[config.mk]
export PLATFORM = sky130hd
export DESIGN_NAME = i2cr_top
export DESIGN_NICKNAME = d
export VERILOG_FILES = /design/src/rtl/i2cr_pkg.sv /design/src/rtl/i2cr_regfile.sv /design/src/rtl/i2cr_cmd_port.sv /design/src/rtl/i2cr_top.sv
export SDC_FILE = /design/constraint.sdc
export NUM_CORES = 1
export LEC_CHECK = 0
export ABC_AREA = 1
export CAP_MARGIN = 20
export CELL_PAD_IN_SITES_DETAIL_PLACEMENT = 1
export CELL_PAD_IN_SITES_GLOBAL_PLACEMENT = 2
export CORE_ASPECT_RATIO = 1.5
export CORE_UTILIZATION = 29
export DETAILED_ROUTE_END_ITERATION = 10
export PLACE_DENSITY = 0.8
export SLEW_MARGIN = 20
export SYNTH_ARGS = -nofsm -noshare
export SYNTH_HDL_FRONTEND = slang
export SYNTH_SLANG_ARGS = --single-unit
export TNS_END_PERCENT = 100
[constraint.sdc]
create_clock -name clk -period 1.9 [get_ports clk]
set_clock_uncertainty 0.15 [all_clocks]
set_input_delay 0.285 -clock clk [delete_from_list [all_inputs] [get_ports clk]]
set_output_delay 0.285 -clock clk [all_outputs]
set_load 0.005 [all_outputs]
[src/rtl/i2cr_pkg.sv]
package i2cr_pkg;
  localparam int DW = 8;

  localparam int OFS_DATA   = 0;
  localparam int OFS_ADDR   = 1;
  localparam int OFS_CTRL   = 2;
  localparam int OFS_MODE   = 3;
  localparam int OFS_STAT   = 4;
  localparam int OFS_EXT    = 5;
  localparam int OFS_XCNT   = 6;
  localparam int OFS_XTCTL  = 7;
  localparam int OFS_DIRECT = 8;

  localparam logic [DW-1:0] MODE_MASK = 8'hDF;
  localparam logic [DW-1:0] XCNT_MASK = 8'h77;
  localparam logic [DW-1:0] DIR_MASK  = 8'h07;
  localparam logic [DW-1:0] STAT_W1C  = 8'h0A;
  localparam logic [DW-1:0] EXT_W1C   = 8'h8F;

  localparam int CT_GO   = 0;
  localparam int CT_RD   = 1;
  localparam int PEND_LO = 4;
  localparam int ST_PT   = 0;
  localparam int ST_ERR  = 2;
  localparam int ST_MDBS = 5;
  localparam int EX_ABRT = 0;
  localparam int XT_SRST = 0;

  typedef enum logic [2:0] {
    OP_START_W = 3'd0,
    OP_START_R = 3'd1,
    OP_SEND    = 3'd2,
    OP_RECV    = 3'd3,
    OP_STOP    = 3'd4
  } eng_op_e;

  typedef struct packed {
    logic [DW-1:0] data;
    logic [DW-1:0] addr;
    logic [DW-1:0] ctrl;
    logic [DW-1:0] mode;
    logic [DW-1:0] stat;
    logic [DW-1:0] ext;
    logic [DW-1:0] xcnt;
    logic [DW-1:0] xtctl;
    logic [DW-1:0] direct;
  } regs_t;

  localparam regs_t REGS_RST = '{data: 8'h00, addr: 8'h00, ctrl: 8'h00,
                                 mode: 8'h00, stat: 8'h00, ext: 8'h00,
                                 xcnt: 8'h00, xtctl: 8'h00, direct: 8'h0F};

  typedef struct packed {
    logic wr_ok;
    logic nack;
    logic pt_clr;
    logic rd_ok;
    logic mdbs_clr;
    logic rx_load;
    logic pend_load;
  } hw_ev_t;
endpackage

[src/rtl/i2cr_regfile.sv]
module i2cr_regfile
  import i2cr_pkg::*;
#(
  parameter int AW     = 5,
  parameter int WINDOW = 18
) (
  input  logic          clk,
  input  logic          rst_n,
  input  logic          wr_en,
  input  logic [AW-1:0] wr_addr,
  input  logic [DW-1:0] wr_data,
  input  logic [AW-1:0] rd_addr,
  input  hw_ev_t        ev,
  input  logic [DW-1:0] rx_byte,
  input  logic [1:0]    pend_next,
  output logic [DW-1:0] rd_data,
  output regs_t         regs
);
  regs_t regs_q;
  logic  wr_win, rd_win, srst;

  assign wr_win = int'(wr_addr) < WINDOW;
  assign rd_win = int'(rd_addr) < WINDOW;
  assign srst   = wr_en && wr_win && (wr_addr == AW'(OFS_XTCTL)) && wr_data[XT_SRST];
  assign regs   = regs_q;

  always_ff @(posedge clk or negedge rst_n) begin
    if (!rst_n) begin
      regs_q <= REGS_RST;
    end else if (srst) begin
      regs_q <= REGS_RST;
    end else begin
      if (wr_en && wr_win) begin
        case (wr_addr)
          AW'(OFS_DATA):   regs_q.data   <= wr_data;
          AW'(OFS_ADDR):   regs_q.addr   <= wr_data;
          AW'(OFS_CTRL):   regs_q.ctrl   <= wr_data;
          AW'(OFS_MODE):   regs_q.mode   <= wr_data & MODE_MASK;
          AW'(OFS_STAT):   regs_q.stat   <= regs_q.stat & ~(wr_data & STAT_W1C);
          AW'(OFS_EXT):    regs_q.ext    <= regs_q.ext & ~(wr_data & EXT_W1C);
          AW'(OFS_XCNT):   regs_q.xcnt   <= wr_data & XCNT_MASK;
          AW'(OFS_XTCTL):  regs_q.xtctl  <= wr_data;
          AW'(OFS_DIRECT): regs_q.direct <= wr_data & DIR_MASK;
          default: ;
        endcase
      end
      if (ev.wr_ok) begin
        regs_q.stat[ST_PT]  <= 1'b1;
        regs_q.stat[ST_ERR] <= 1'b0;
      end
      if (ev.nack) begin
        regs_q.stat[ST_PT]   <= 1'b0;
        regs_q.stat[ST_ERR]  <= 1'b1;
        regs_q.ext[EX_ABRT]  <= 1'b1;
      end
      if (ev.pt_clr)    regs_q.stat[ST_PT]   <= 1'b0;
      if (ev.rd_ok) begin
        regs_q.stat[ST_MDBS] <= 1'b1;
        regs_q.stat[ST_ERR]  <= 1'b0;
      end
      if (ev.mdbs_clr)  regs_q.stat[ST_MDBS] <= 1'b0;
      if (ev.rx_load)   regs_q.data          <= rx_byte;
      if (ev.pend_load) regs_q.ctrl[PEND_LO+:2] <= pend_next;
    end
  end

  always_comb begin
    rd_data = '0;
    if (rd_win) begin
      case (rd_addr)
        AW'(OFS_DATA):   rd_data = regs_q.data;
        AW'(OFS_ADDR):   rd_data = regs_q.addr;
        AW'(OFS_CTRL):   rd_data = regs_q.ctrl;
        AW'(OFS_MODE):   rd_data = regs_q.mode;
        AW'(OFS_STAT):   rd_data = regs_q.stat;
        AW'(OFS_EXT):    rd_data = regs_q.ext;
        AW'(OFS_XCNT):   rd_data = regs_q.xcnt;
        AW'(OFS_XTCTL):  rd_data = regs_q.xtctl;
        AW'(OFS_DIRECT): rd_data = regs_q.direct;
        default:         rd_data = '0;
      endcase
    end
  end

  AST_DIRECT_MASK: assert property (@(posedge clk) disable iff (!rst_n)
    (wr_en && wr_win && wr_addr == AW'(OFS_DIRECT)) |=> (regs_q.direct[7:3] == 5'd0));
  AST_STAT_KEEP: assert property (@(posedge clk) disable iff (!rst_n)
    (wr_en && wr_win && wr_addr == AW'(OFS_STAT) && ev == '0) |=>
      ($stable(regs_q.stat[ST_PT]) && $stable(regs_q.stat[ST_ERR]) && $stable(regs_q.stat[ST_MDBS])));
  AST_ABORT_WITH_ERR: assert property (@(posedge clk) disable iff (!rst_n)
    $rose(regs_q.ext[EX_ABRT]) |-> (regs_q.stat[ST_ERR] && !regs_q.stat[ST_PT]));
  AST_SRST_DIRECT: assert property (@(posedge clk) disable iff (!rst_n)
    srst |=> (regs_q.direct == 8'h0F && regs_q.ctrl == 8'h00));
endmodule

[src/rtl/i2cr_cmd_port.sv]
module i2cr_cmd_port
  import i2cr_pkg::*;
(
  input  logic          clk,
  input  logic          rst_n,
  input  logic          go,
  input  eng_op_e       op_in,
  input  logic [DW-1:0] data_in,
  input  logic          eng_cmd_ready,
  input  logic          eng_done,
  input  logic          eng_ack,
  input  logic [DW-1:0] eng_rdata,
  output logic          eng_cmd_valid,
  output eng_op_e       eng_cmd_op,
  output logic [DW-1:0] eng_cmd_data,
  output logic          fin,
  output logic          fin_ack,
  output logic [DW-1:0] fin_byte
);
  typedef enum logic [1:0] {P_IDLE, P_ISSUE, P_WAIT} phase_e;
  phase_e  ph;
  eng_op_e op_q;
  logic [DW-1:0] data_q;

  always_ff @(posedge clk or negedge rst_n) begin
    if (!rst_n) begin
      ph     <= P_IDLE;
      op_q   <= OP_STOP;
      data_q <= '0;
    end else begin
      case (ph)
        P_IDLE:  if (go) begin
                   ph     <= P_ISSUE;
                   op_q   <= op_in;
                   data_q <= data_in;
                 end
        P_ISSUE: if (eng_cmd_ready) ph <= P_WAIT;
        P_WAIT:  if (eng_done) ph <= P_IDLE;
        default: ph <= P_IDLE;
      endcase
    end
  end

  assign eng_cmd_valid = (ph == P_ISSUE);
  assign eng_cmd_op    = op_q;
  assign eng_cmd_data  = data_q;
  assign fin           = (ph == P_WAIT) && eng_done;
  assign fin_ack       = eng_ack;
  assign fin_byte      = eng_rdata;

  AST_CMD_HOLD: assert property (@(posedge clk) disable iff (!rst_n)
    (eng_cmd_valid && !eng_cmd_ready) |=>
      (eng_cmd_valid && $stable(eng_cmd_op) && $stable(eng_cmd_data)));
  AST_ONE_OUTSTANDING: assert property (@(posedge clk) disable iff (!rst_n)
    go |-> (ph == P_IDLE));
endmodule

[src/rtl/i2cr_top.sv]
module i2cr_top
  import i2cr_pkg::*;
#(
  parameter int AW     = 5,
  parameter int WINDOW = 18
) (
  input  logic          clk,
  input  logic          rst_n,
  input  logic          cpu_valid,
  input  logic          cpu_write,
  input  logic [AW-1:0] cpu_addr,
  input  logic [7:0]    cpu_wdata,
  output logic          cpu_ready,
  output logic [7:0]    cpu_rdata,
  output logic          eng_cmd_valid,
  input  logic          eng_cmd_ready,
  output logic [2:0]    eng_cmd_op,
  output logic [6:0]    eng_cmd_addr,
  output logic [7:0]    eng_cmd_data,
  input  logic          eng_done,
  input  logic          eng_ack,
  input  logic [7:0]    eng_rdata
);
  typedef enum logic [3:0] {
    S_IDLE, S_WSTART, S_WSEND, S_NSTOP, S_RSTOP, S_RSTART, S_RECV, S_DONE
  } seq_e;

  seq_e    st, st_n;
  logic    busy, busy_n, go_q, go_n;
  hw_ev_t  ev;
  regs_t   regs;
  eng_op_e op_sel, op_out;
  logic    fin, fin_ack;
  logic [DW-1:0] fin_byte;
  logic    wr_en, need_eng;
  logic    is_wr_data, is_go_rd, is_go_wr, is_rd_data;
  logic [1:0] pend_cur, pend_next;

  assign is_wr_data = cpu_write && cpu_addr == AW'(OFS_DATA);
  assign is_go_rd   = cpu_write && cpu_addr == AW'(OFS_CTRL) && cpu_wdata[CT_GO] && cpu_wdata[CT_RD];
  assign is_go_wr   = cpu_write && cpu_addr == AW'(OFS_CTRL) && cpu_wdata[CT_GO] && !cpu_wdata[CT_RD];
  assign is_rd_data = !cpu_write && cpu_addr == AW'(OFS_DATA) && regs.stat[ST_MDBS];
  assign need_eng   = is_wr_data || is_go_rd || is_rd_data;
  assign wr_en      = (st == S_IDLE) && cpu_valid && cpu_write;
  assign cpu_ready  = ((st == S_IDLE) && !need_eng) || (st == S_DONE);
  assign pend_cur   = regs.ctrl[PEND_LO+:2];
  assign pend_next  = pend_cur - 2'd1;

  always_comb begin
    st_n   = st;
    busy_n = busy;
    ev     = '0;
    case (st)
      S_IDLE: if (cpu_valid) begin
        if (is_go_wr || (is_go_rd && busy)) ev.pt_clr = 1'b1;
        if (is_wr_data)      st_n = busy ? S_WSEND : S_WSTART;
        else if (is_go_rd)   st_n = busy ? S_RSTOP : S_RSTART;
        else if (is_rd_data) st_n = S_RECV;
      end
      S_WSTART: if (fin) begin
        if (fin_ack) begin
          ev.wr_ok = 1'b1;
          busy_n   = 1'b1;
          st_n     = S_WSEND;
        end else begin
          ev.nack = 1'b1;
          st_n    = S_DONE;
        end
      end
      S_WSEND: if (fin) begin
        if (fin_ack) st_n = S_DONE;
        else begin
          ev.nack = 1'b1;
          st_n    = S_NSTOP;
        end
      end
      S_NSTOP: if (fin) begin
        busy_n = 1'b0;
        st_n   = S_DONE;
      end
      S_RSTOP: if (fin) begin
        busy_n = 1'b0;
        st_n   = S_RSTART;
      end
      S_RSTART: if (fin) begin
        if (fin_ack) begin
          ev.rd_ok = 1'b1;
          busy_n   = 1'b1;
        end else begin
          ev.nack = 1'b1;
          busy_n  = 1'b0;
        end
        st_n = S_DONE;
      end
      S_RECV: if (fin) begin
        ev.rx_load = 1'b1;
        if (pend_cur == 2'd0) begin
          ev.mdbs_clr = 1'b1;
          st_n        = S_DONE;
        end else begin
          ev.pend_load = 1'b1;
          st_n         = S_RSTOP;
        end
      end
      S_DONE:  st_n = S_IDLE;
      default: st_n = S_IDLE;
    endcase
  end

  assign go_n = (st_n != st) && (st_n != S_IDLE) && (st_n != S_DONE);

  always_comb begin
    case (st)
      S_WSTART: op_sel = OP_START_W;
      S_WSEND:  op_sel = OP_SEND;
      S_RSTART: op_sel = OP_START_R;
      S_RECV:   op_sel = OP_RECV;
      default:  op_sel = OP_STOP;
    endcase
  end

  always_ff @(posedge clk or negedge rst_n) begin
    if (!rst_n) begin
      st   <= S_IDLE;
      busy <= 1'b0;
      go_q <= 1'b0;
    end else begin
      st   <= st_n;
      busy <= busy_n;
      go_q <= go_n;
    end
  end

  i2cr_regfile #(.AW(AW), .WINDOW(WINDOW)) u_regs (
    .clk       (clk),
    .rst_n     (rst_n),
    .wr_en     (wr_en),
    .wr_addr   (cpu_addr),
    .wr_data   (cpu_wdata),
    .rd_addr   (cpu_addr),
    .ev        (ev),
    .rx_byte   (fin_byte),
    .pend_next (pend_next),
    .rd_data   (cpu_rdata),
    .regs      (regs)
  );

  i2cr_cmd_port u_port (
    .clk           (clk),
    .rst_n         (rst_n),
    .go            (go_q),
    .op_in         (op_sel),
    .data_in       (regs.data),
    .eng_cmd_ready (eng_cmd_ready),
    .eng_done      (eng_done),
    .eng_ack       (eng_ack),
    .eng_rdata     (eng_rdata),
    .eng_cmd_valid (eng_cmd_valid),
    .eng_cmd_op    (op_out),
    .eng_cmd_data  (eng_cmd_data),
    .fin           (fin),
    .fin_ack       (fin_ack),
    .fin_byte      (fin_byte)
  );

  assign eng_cmd_op   = op_out;
  assign eng_cmd_addr = regs.addr[7:1];

  AST_UNMAPPED_ZERO: assert property (@(posedge clk) disable iff (!rst_n)
    (cpu_valid && int'(cpu_addr) >= WINDOW) |-> (cpu_rdata == 8'h00));
  AST_CMD_STALLS_CPU: assert property (@(posedge clk) disable iff (!rst_n)
    eng_cmd_valid |-> !cpu_ready);
  AST_EMPTY_READ_NO_CMD: assert property (@(posedge clk) disable iff (!rst_n)
    (st == S_IDLE && cpu_valid && !cpu_write && cpu_addr == AW'(OFS_DATA) && !regs.stat[ST_MDBS])
      |=> !eng_cmd_valid);
  AST_GO_WRITE_CLEARS_PT: assert property (@(posedge clk) disable iff (!rst_n)
    (st == S_IDLE && cpu_valid && is_go_wr) |=> !regs.stat[ST_PT]);
endmodule

==> results of run 1 <==
per-layer routing:
metal,part of all wire [%],vias to the layer above
met5,0,-
met4,3.8,0
met3,3.5,30
met2,54,99
met1,38,2077
li1,-,1992
cell type report:
| class | count | area share (%) |
|---|---|---|
| tap | 162 | 3.181 |
| timing repair buffer | 162 | 22.33 |
| sequential | 78 | 30.73 |
| inverter | 79 | 4.929 |
| multi-input combinational | 335 | 34.62 |
| clock buffer | 11 | 3.653 |
| clock inverter | 5 | 0.5499 |
final timing paths:
path,startpoint,end,slack (ps),cells past startpoint
setup / recovery,st[2]$_DFF_PN0_,cpu_ready,-140,7
hold / removal,cpu_addr[2],u_regs.regs[3]$_DFFE_PN1P_,320,6
setup reg to reg,st[2]$_DFF_PN0_,u_regs.regs[2]$_DFFE_PN1P_,-110,14
hold reg to reg,u_port.eng_cmd_op[1]$_DFFE_PN0P_,u_port.eng_cmd_op[1]$_DFFE_PN0P_,340,2
max in group asynchronous,rst_n,u_regs.regs[2]$_DFFE_PN1P_,860,3
min in group asynchronous,rst_n,u_port.eng_cmd_data[4]$_DFFE_PN0P_,380,3
worst max-delay path: cells and delay by family, from the launching register on:
family	cells	cell delay (ps)
flip-flops	1	400
buffers and inverters	4	390
AND/OR/NAND/NOR	2	290
AO/OA/AOI/OAI	1	190
what timing repair did:
item,CTS,global route
hold buffers,1,0
hold endpoints to repair,73,0
pin swaps,30,22
endpoints found under the setup margin,70,71
buffers inserted,18,11
gates resized for setup,180,52
registers in the layout (all words and copies together), names as in the netlist:
signal               count
u_port.eng_cmd_data      8
u_regs.regs             59
go_q                     1
busy                     1
st                       4
u_port.eng_cmd_op        3
u_port.ph                2
stage by stage:
step / setup slack, ps / TNS (ps) / utilization (%)
finish: -141.2 / -2819 / 46.85
global route: -266.1 / -10750 / 46.85
CTS: -102.7 / -1747 / 45.15
detailed placement: -911.5 / -37970 / 39.70
global placement: -865.0 / -35000 / 39.70
floorplan: 125.4 / 0 / -
power by group:
part | switching, µW | total, µW | internal (µW)
logic | 975 | 1890 | 914
registers | 168 | 2150 | 1980
clock network | 704 | 1590 | 889
synthesized netlist by cell type, types with 5 or more instances:
cell type    n  area, µm²
nand2_1    116      435.4
dfrtp_1     73       1827
inv_1       72      270.3
nor2_1      35      131.4
o21ai_0     35      175.2
nand3_1     29      145.1
o21ai_1     23      115.1
o22ai_1     23      143.9
a21oi_1     13      65.06
nand2_2      8      50.05
a221oi_1     7      61.31
buf_4        7      52.55
buf_2        6      30.03
inv_2        6      22.52
o211ai_1     6      45.04
dfstp_2      5      131.4
nor2_2       5      31.28
cell families (layout without fill, tap and decap cells):
logic type	Yosys count	in the layout	synth area share, %
and+or+nand+nor	208	208	23.05
AOI/OAI and AO/OA	125	125	18.44
buffers and inverters	96	257	9.942
DFF	78	78	48.17
adders and majority gates	1	1	0.3077
other	1	1	0.09225
==> impl_results.md, run 1 <==
- Htree depth: 3
- Clk pin slew, worst setup/hold paths: 60 ps
- Post-route minimum period: 2041 ps
- First-pass GRT wire length: 24.63 mm
- Gate Count Post-Synth: 509
- Port-buffer cells: 55
- Synthesized Nets: 538
- Final setup fails: 56
- Crit-path cells: nor2_2 > inv_2 > nor3_4 > buf_4 > inv_2 > o32ai_2 > buf_2
- Status: finished with violations
- Dpl cells: 794
- Max Cap Viol: 0
- Drt pass-1 iters: 4
- Placed Area: 5399 µm²
- Met1 usage in global routing: 25.02%
- Setup ws final: -141.2 ps
- Crit Path Category: reg2out
- Total gr overflow: 0
- Flops & latches, synth: 78
- Sequential cell area: 1958 µm²
- Hold_ws: 321.6 ps
- Area Growth Syn to Fin: 56.73%
- WP data required: 1460 ps
- RSZ-0062 raised after global routing: true
- Pwr Density: 883.4 nW/µm²
- Detailed Route Iter0 Violations: 177
- P_leak: 0.003156 µW
- Antenna cells: 0
- Die width: 98.67 µm
- # IOs: 56
- Gpl congestion: 0.8767
- Num CTS Buffers: 9
- Final-layout fill cell count: 1591
- Layout cells sized above 1: 41.04%
- Pwr Total: 5628 µW
- GR Layer Usage met3: 3.806%
- Post-synth EDFFs: 0
- Sequential cell area fraction in the yosys report: 48.17%
- Setup crit start kind: flop
- Critical-path maximum fanout: 2
- Vias in the first global route: 4618
- Post-route cell area: 6371 µm²
- All-layer global routing usage: 22.27%
- Max Clock Freq: 489.9 MHz
- Initial antenna violation count: 0
- Area of the multi-input gates: 2206 µm²
- Most used cell, CP: inv_2
- DRC viols: 0
- GRT met2 Usage: 40.92%
- Rows: 52
- Mapped cell area: 4065 µm²
- Post-route insts no fill: 832
- CTS Root Cell: clkbuf_16
- Mean Syn Cell Area: 7.987 µm²
- Critical path's slowest cell: dfrtp_1
- Die Y: 147.0 µm
- Clock sink total: 78
- Crit share post-route: 107.4%
- Initial Util: 29.90%
- Synthesis Warnings: 0
- Gr busiest metal: met2
- WL final: 15.27 mm
- CP peak stage delay: 400 ps
- Final Max Slew Viols: 0
- Clock latency on the worst-skew pair: 330 ps
- Via density: 5.046
- Clk buf depth: 2
- Nets@finish: 694
- Via count: 4198
- Largest net degree at the start of global routing: 79
- Antenna viol nets, final: 0
- HP Class: in2reg
- Most common cell after layout, fill and taps aside: nand2_1
- Dominant synthesized flop cell: dfrtp_1
- VDD IR max: 0.4228 mV
- Core area: 13600 µm²
- CTS tree: done
- Commonest cells after routing, fill and taps aside: nand2_1, buf_4, dfrtp_1
- Async SR Flop Fraction: 100.0%
- DR WL/cell: 18.35 µm
- Number of distinct library cells after synthesis: 42
- Die ar.: 14510 µm²
- Fin. Hold Viols: 0
- CP Capture Type: output pin
- CP arrival: 1610 ps
- Violated checks: negative setup slack
- Final HPWL DP: 11.00 mm
Power figures use the tool's default switching activity.
==> inputs of run 2 (changes only) <==
==> constraint.sdc (replaced) <==
create_clock -name clk -period 1.9 [get_ports clk]
set_clock_uncertainty 0.15 [all_clocks]
set_input_delay 0.285 -clock clk [delete_from_list [all_inputs] [get_ports clk]]
set_output_delay 0.285 -clock clk [all_outputs]
set_load 0.02 [all_outputs]
==> run 2 against run 1 <==
Effect of this change: the flow still finishes with violations (negative setup slack); cell count increased by 0.72%; clock power rose by 3%; utilization up 2.7 points; die area unchanged; wire length is 8.0% higher.
==> impl_results.md, run 2 (same netlist as run 1, synthesis figures left out) <==
- Crit-path cells: nor2_2 > inv_2 > nor3_4 > buf_6 > nand2_4 > inv_4 > nand2_4 > inv_6 > nand3_4 > buf_12 > buf_4 > nand2_4 > o22ai_2 (was nor2_2 > inv_2 > nor3_4 > buf_4 > inv_2 > o32ai_2 > buf_2)
- Clock network power share: 27.5% (was 28.3%)
- # IOs: 56 (unchanged)
- Drt pass-1 iters: 4 (unchanged)
- Via density: 5.208 (was 5.046)
- VDD IR max: 0.4442 mV (was 0.4228 mV)
- All-layer global routing usage: 22.36% (was 22.27%)
- Pwr Total: 5927 µW (was 5628 µW)
- Clock sink total: 78 (unchanged)
- CP arrival: 2170 ps (was 1610 ps)
- HP Class: in2async (was in2reg)
- Max_slew headroom: 62.83%
- Hold_ws: 328.2 ps (was 321.6 ps)
- Pint: 3851 µW (was 3781 µW)
- Commonest cells after routing, fill and taps aside: buf_4, nand2_1, dfrtp_1 (was nand2_1, buf_4, dfrtp_1)
- Rows: 52 (unchanged)
- Final setup fails: 64 (was 56)
- Final Max Slew Viols: 0 (unchanged)
- Status: finished with violations (unchanged)
- Die Y: 147.0 µm (unchanged)
- Antenna viol nets, final: 0 (unchanged)
- First-pass GRT wire length: 24.94 mm (was 24.63 mm)
- Comb pwr share: 36.1% (was 33.6%)
- Pwr Density: 879.7 nW/µm² (was 883.4 nW/µm²)
- CP peak stage delay: 390 ps (was 400 ps)
- P_leak: 0.003275 µW (was 0.003156 µW)
- Violated checks: negative setup slack (unchanged)
- CTS tree: done (unchanged)
- Setup ws final: -191.8 ps (was -141.2 ps)
- DR WL/cell: 19.68 µm (was 18.35 µm)
- Num CTS Buffers: 9 (unchanged)
- Max Cap Viol: 0 (unchanged)
- Layout cells sized above 1: 44.67% (was 41.04%)
- Fin. Hold Viols: 0 (unchanged)
- Sequential share of power: 36.4% (was 38.1%)
- Most common cell after layout, fill and taps aside: buf_4 (was nand2_1)
- Post-route insts no fill: 838 (was 832)
- Switch share: 35.02% (was 32.82%)
- CTS Root Cell: clkbuf_16 (unchanged)
- Die width: 98.67 µm (unchanged)
- Clk pin slew, worst setup/hold paths: 60 ps (about the same)
- P_sw: 2076 µW (was 1847 µW)
- Htree depth: 3 (unchanged)
- Critical path's slowest cell: dfrtp_1 (unchanged)
- Setup crit start kind: flop (unchanged)
- Gpl congestion: 0.8561 (was 0.8767)
- WP data required: 1980 ps (was 1460 ps)
- Largest register FFs: 59 (unchanged)
- RSZ-0062 raised after global routing: true (unchanged)
- Initial Util: 29.90% (unchanged)
- DRC viols: 0 (unchanged)
- Post-route minimum period: 2092 ps (was 2041 ps)
- Slew @ Worst Pin: 557.6 ps
- Initial antenna violation count: 0 (unchanged)
- Core area: 13600 µm² (unchanged)
- Max Clock Freq: 478.1 MHz (was 489.9 MHz)
- Vias in the first global route: 4765 (was 4618)
- Detailed Route Iter0 Violations: 118 (was 177)
- Crit Path Category: reg2reg (was reg2out)
- Port-buffer cells: 55 (unchanged)
- Die ar.: 14510 µm² (unchanged)
- Crit share post-route: 110.1% (was 107.4%)
- Final HPWL DP: 11.66 mm (was 11.00 mm)
- Clk buf depth: 2 (unchanged)
- Largest net degree at the start of global routing: 40 (was 79)
- Nets@finish: 700 (was 694)
- WL final: 16.49 mm (was 15.27 mm)
- CP Capture Type: flop (was output pin)
- Via count: 4364 (was 4198)
- Critical-path maximum fanout: 6 (was 2)
- Setup TNS: -6150 ps (was -2819 ps)
- Area Growth Syn to Fin: 65.74% (was 56.73%)
- Antenna cells: 0 (unchanged)
- Total gr overflow: 0 (unchanged)
- Clock latency on the worst-skew pair: 340 ps (was 330 ps)
- Dpl cells: 797 (was 794)
- Final-layout fill cell count: 1548 (was 1591)
- Most used cell, CP: nand2_4 (was inv_2)
-- run 2: cell types whose count changed in the layout (fill, tap and decap cells not counted), moves of 5 or more --
cell | previous run | this run
buf_6 | 20 | 30
buf_2 | 10 | 0
nand2_4 | 12 | 20
nand3_2 | 4 | 9
nand2_1 | 89 | 81
o21ai_1 | 24 | 30
o21ai_0 | 29 | 18
-- run 2: cell type report --
type / count / area [µm²] / area share, %
clock buffer: 11 / 242.7 / 3.603
sequential: 78 / 1958 / 29.06
clock inverter: 5 / 33.78 / 0.5014
inverter: 79 / 324.1 / 4.810
timing repair buffer: 168 / 1594 / 23.66
tap: 162 / 202.7 / 3.008
multi-input combinational: 335 / 2382 / 35.36
-- run 2: worst max-delay path: cells and delay by family, from the launching register on --
kind,cells,cell delay (ps)
AO/OA/AOI/OAI,1,80
buffers and inverters,6,680
flip-flops,1,390
AND/OR/NAND/NOR,6,650
-- run 2: stage by stage --
step | worst slack (ps) | utilization, % | area, µm²
4_1_cts | -140.9 | 45.54 | 6192
5_1_grt | -286.6 | 49.55 | 6738
2_1_floorplan | 40.84 | - | 4065
3_3_place_gp | -994.6 | 39.96 | 5434
6_report | -191.8 | 49.55 | 6738
3_5_place_dp | -1091 | 39.96 | 5434
-- run 2: final timing paths --
check                                            from                                to  slack [ps]  depth (start not counted)
min                                             rst_n  u_port.eng_cmd_op[1]$_DFFE_PN0P_         330                          2
min reg2reg                u_regs.regs[8]$_DFFE_PN0P_        u_regs.regs[8]$_DFFE_PN0P_         330                          2
max reg2reg                           st[3]$_DFF_PN0_       u_regs.regs[51]$_DFFE_PN0P_        -190                         13
max in group asynchronous                       rst_n       u_regs.regs[42]$_DFFE_PN0P_         710                          3
max                                   st[3]$_DFF_PN0_       u_regs.regs[51]$_DFFE_PN0P_        -190                         13
min in group clk           u_regs.regs[8]$_DFFE_PN0P_        u_regs.regs[8]$_DFFE_PN0P_         330                          2
-- run 2: what timing repair did --
item / CTS / global route
endpoints found under the setup margin: 70 / 70
resized for setup: 195 / 117
setup buffers: 11 / 20
hold buffers: 1 / 0
endpoints found under the hold margin: 31 / 0
pin swaps: 18 / 42
cloned: 0 / 1
-- run 2: metal layers --
layer,vias up,GRT usage [%],wire (µm)
met5,-,0,0
met4,0,10.75,706
met2,110,41.83,9353
met1,2194,24.38,6002
li1,2010,-,-
met3,50,3.330,429
-- run 2: power groups by stage --
stage          Clock [µW]  Sequential [µW]  Combinational (µW)
6_report             1630             2150                2140
5_1_grt              1720             2190                2320
4_1_cts              1670             2150                1990
3_5_place_dp            0             2170                1810
3_3_place_gp            0             2150                1760
2_1_floorplan           0             2280                 769
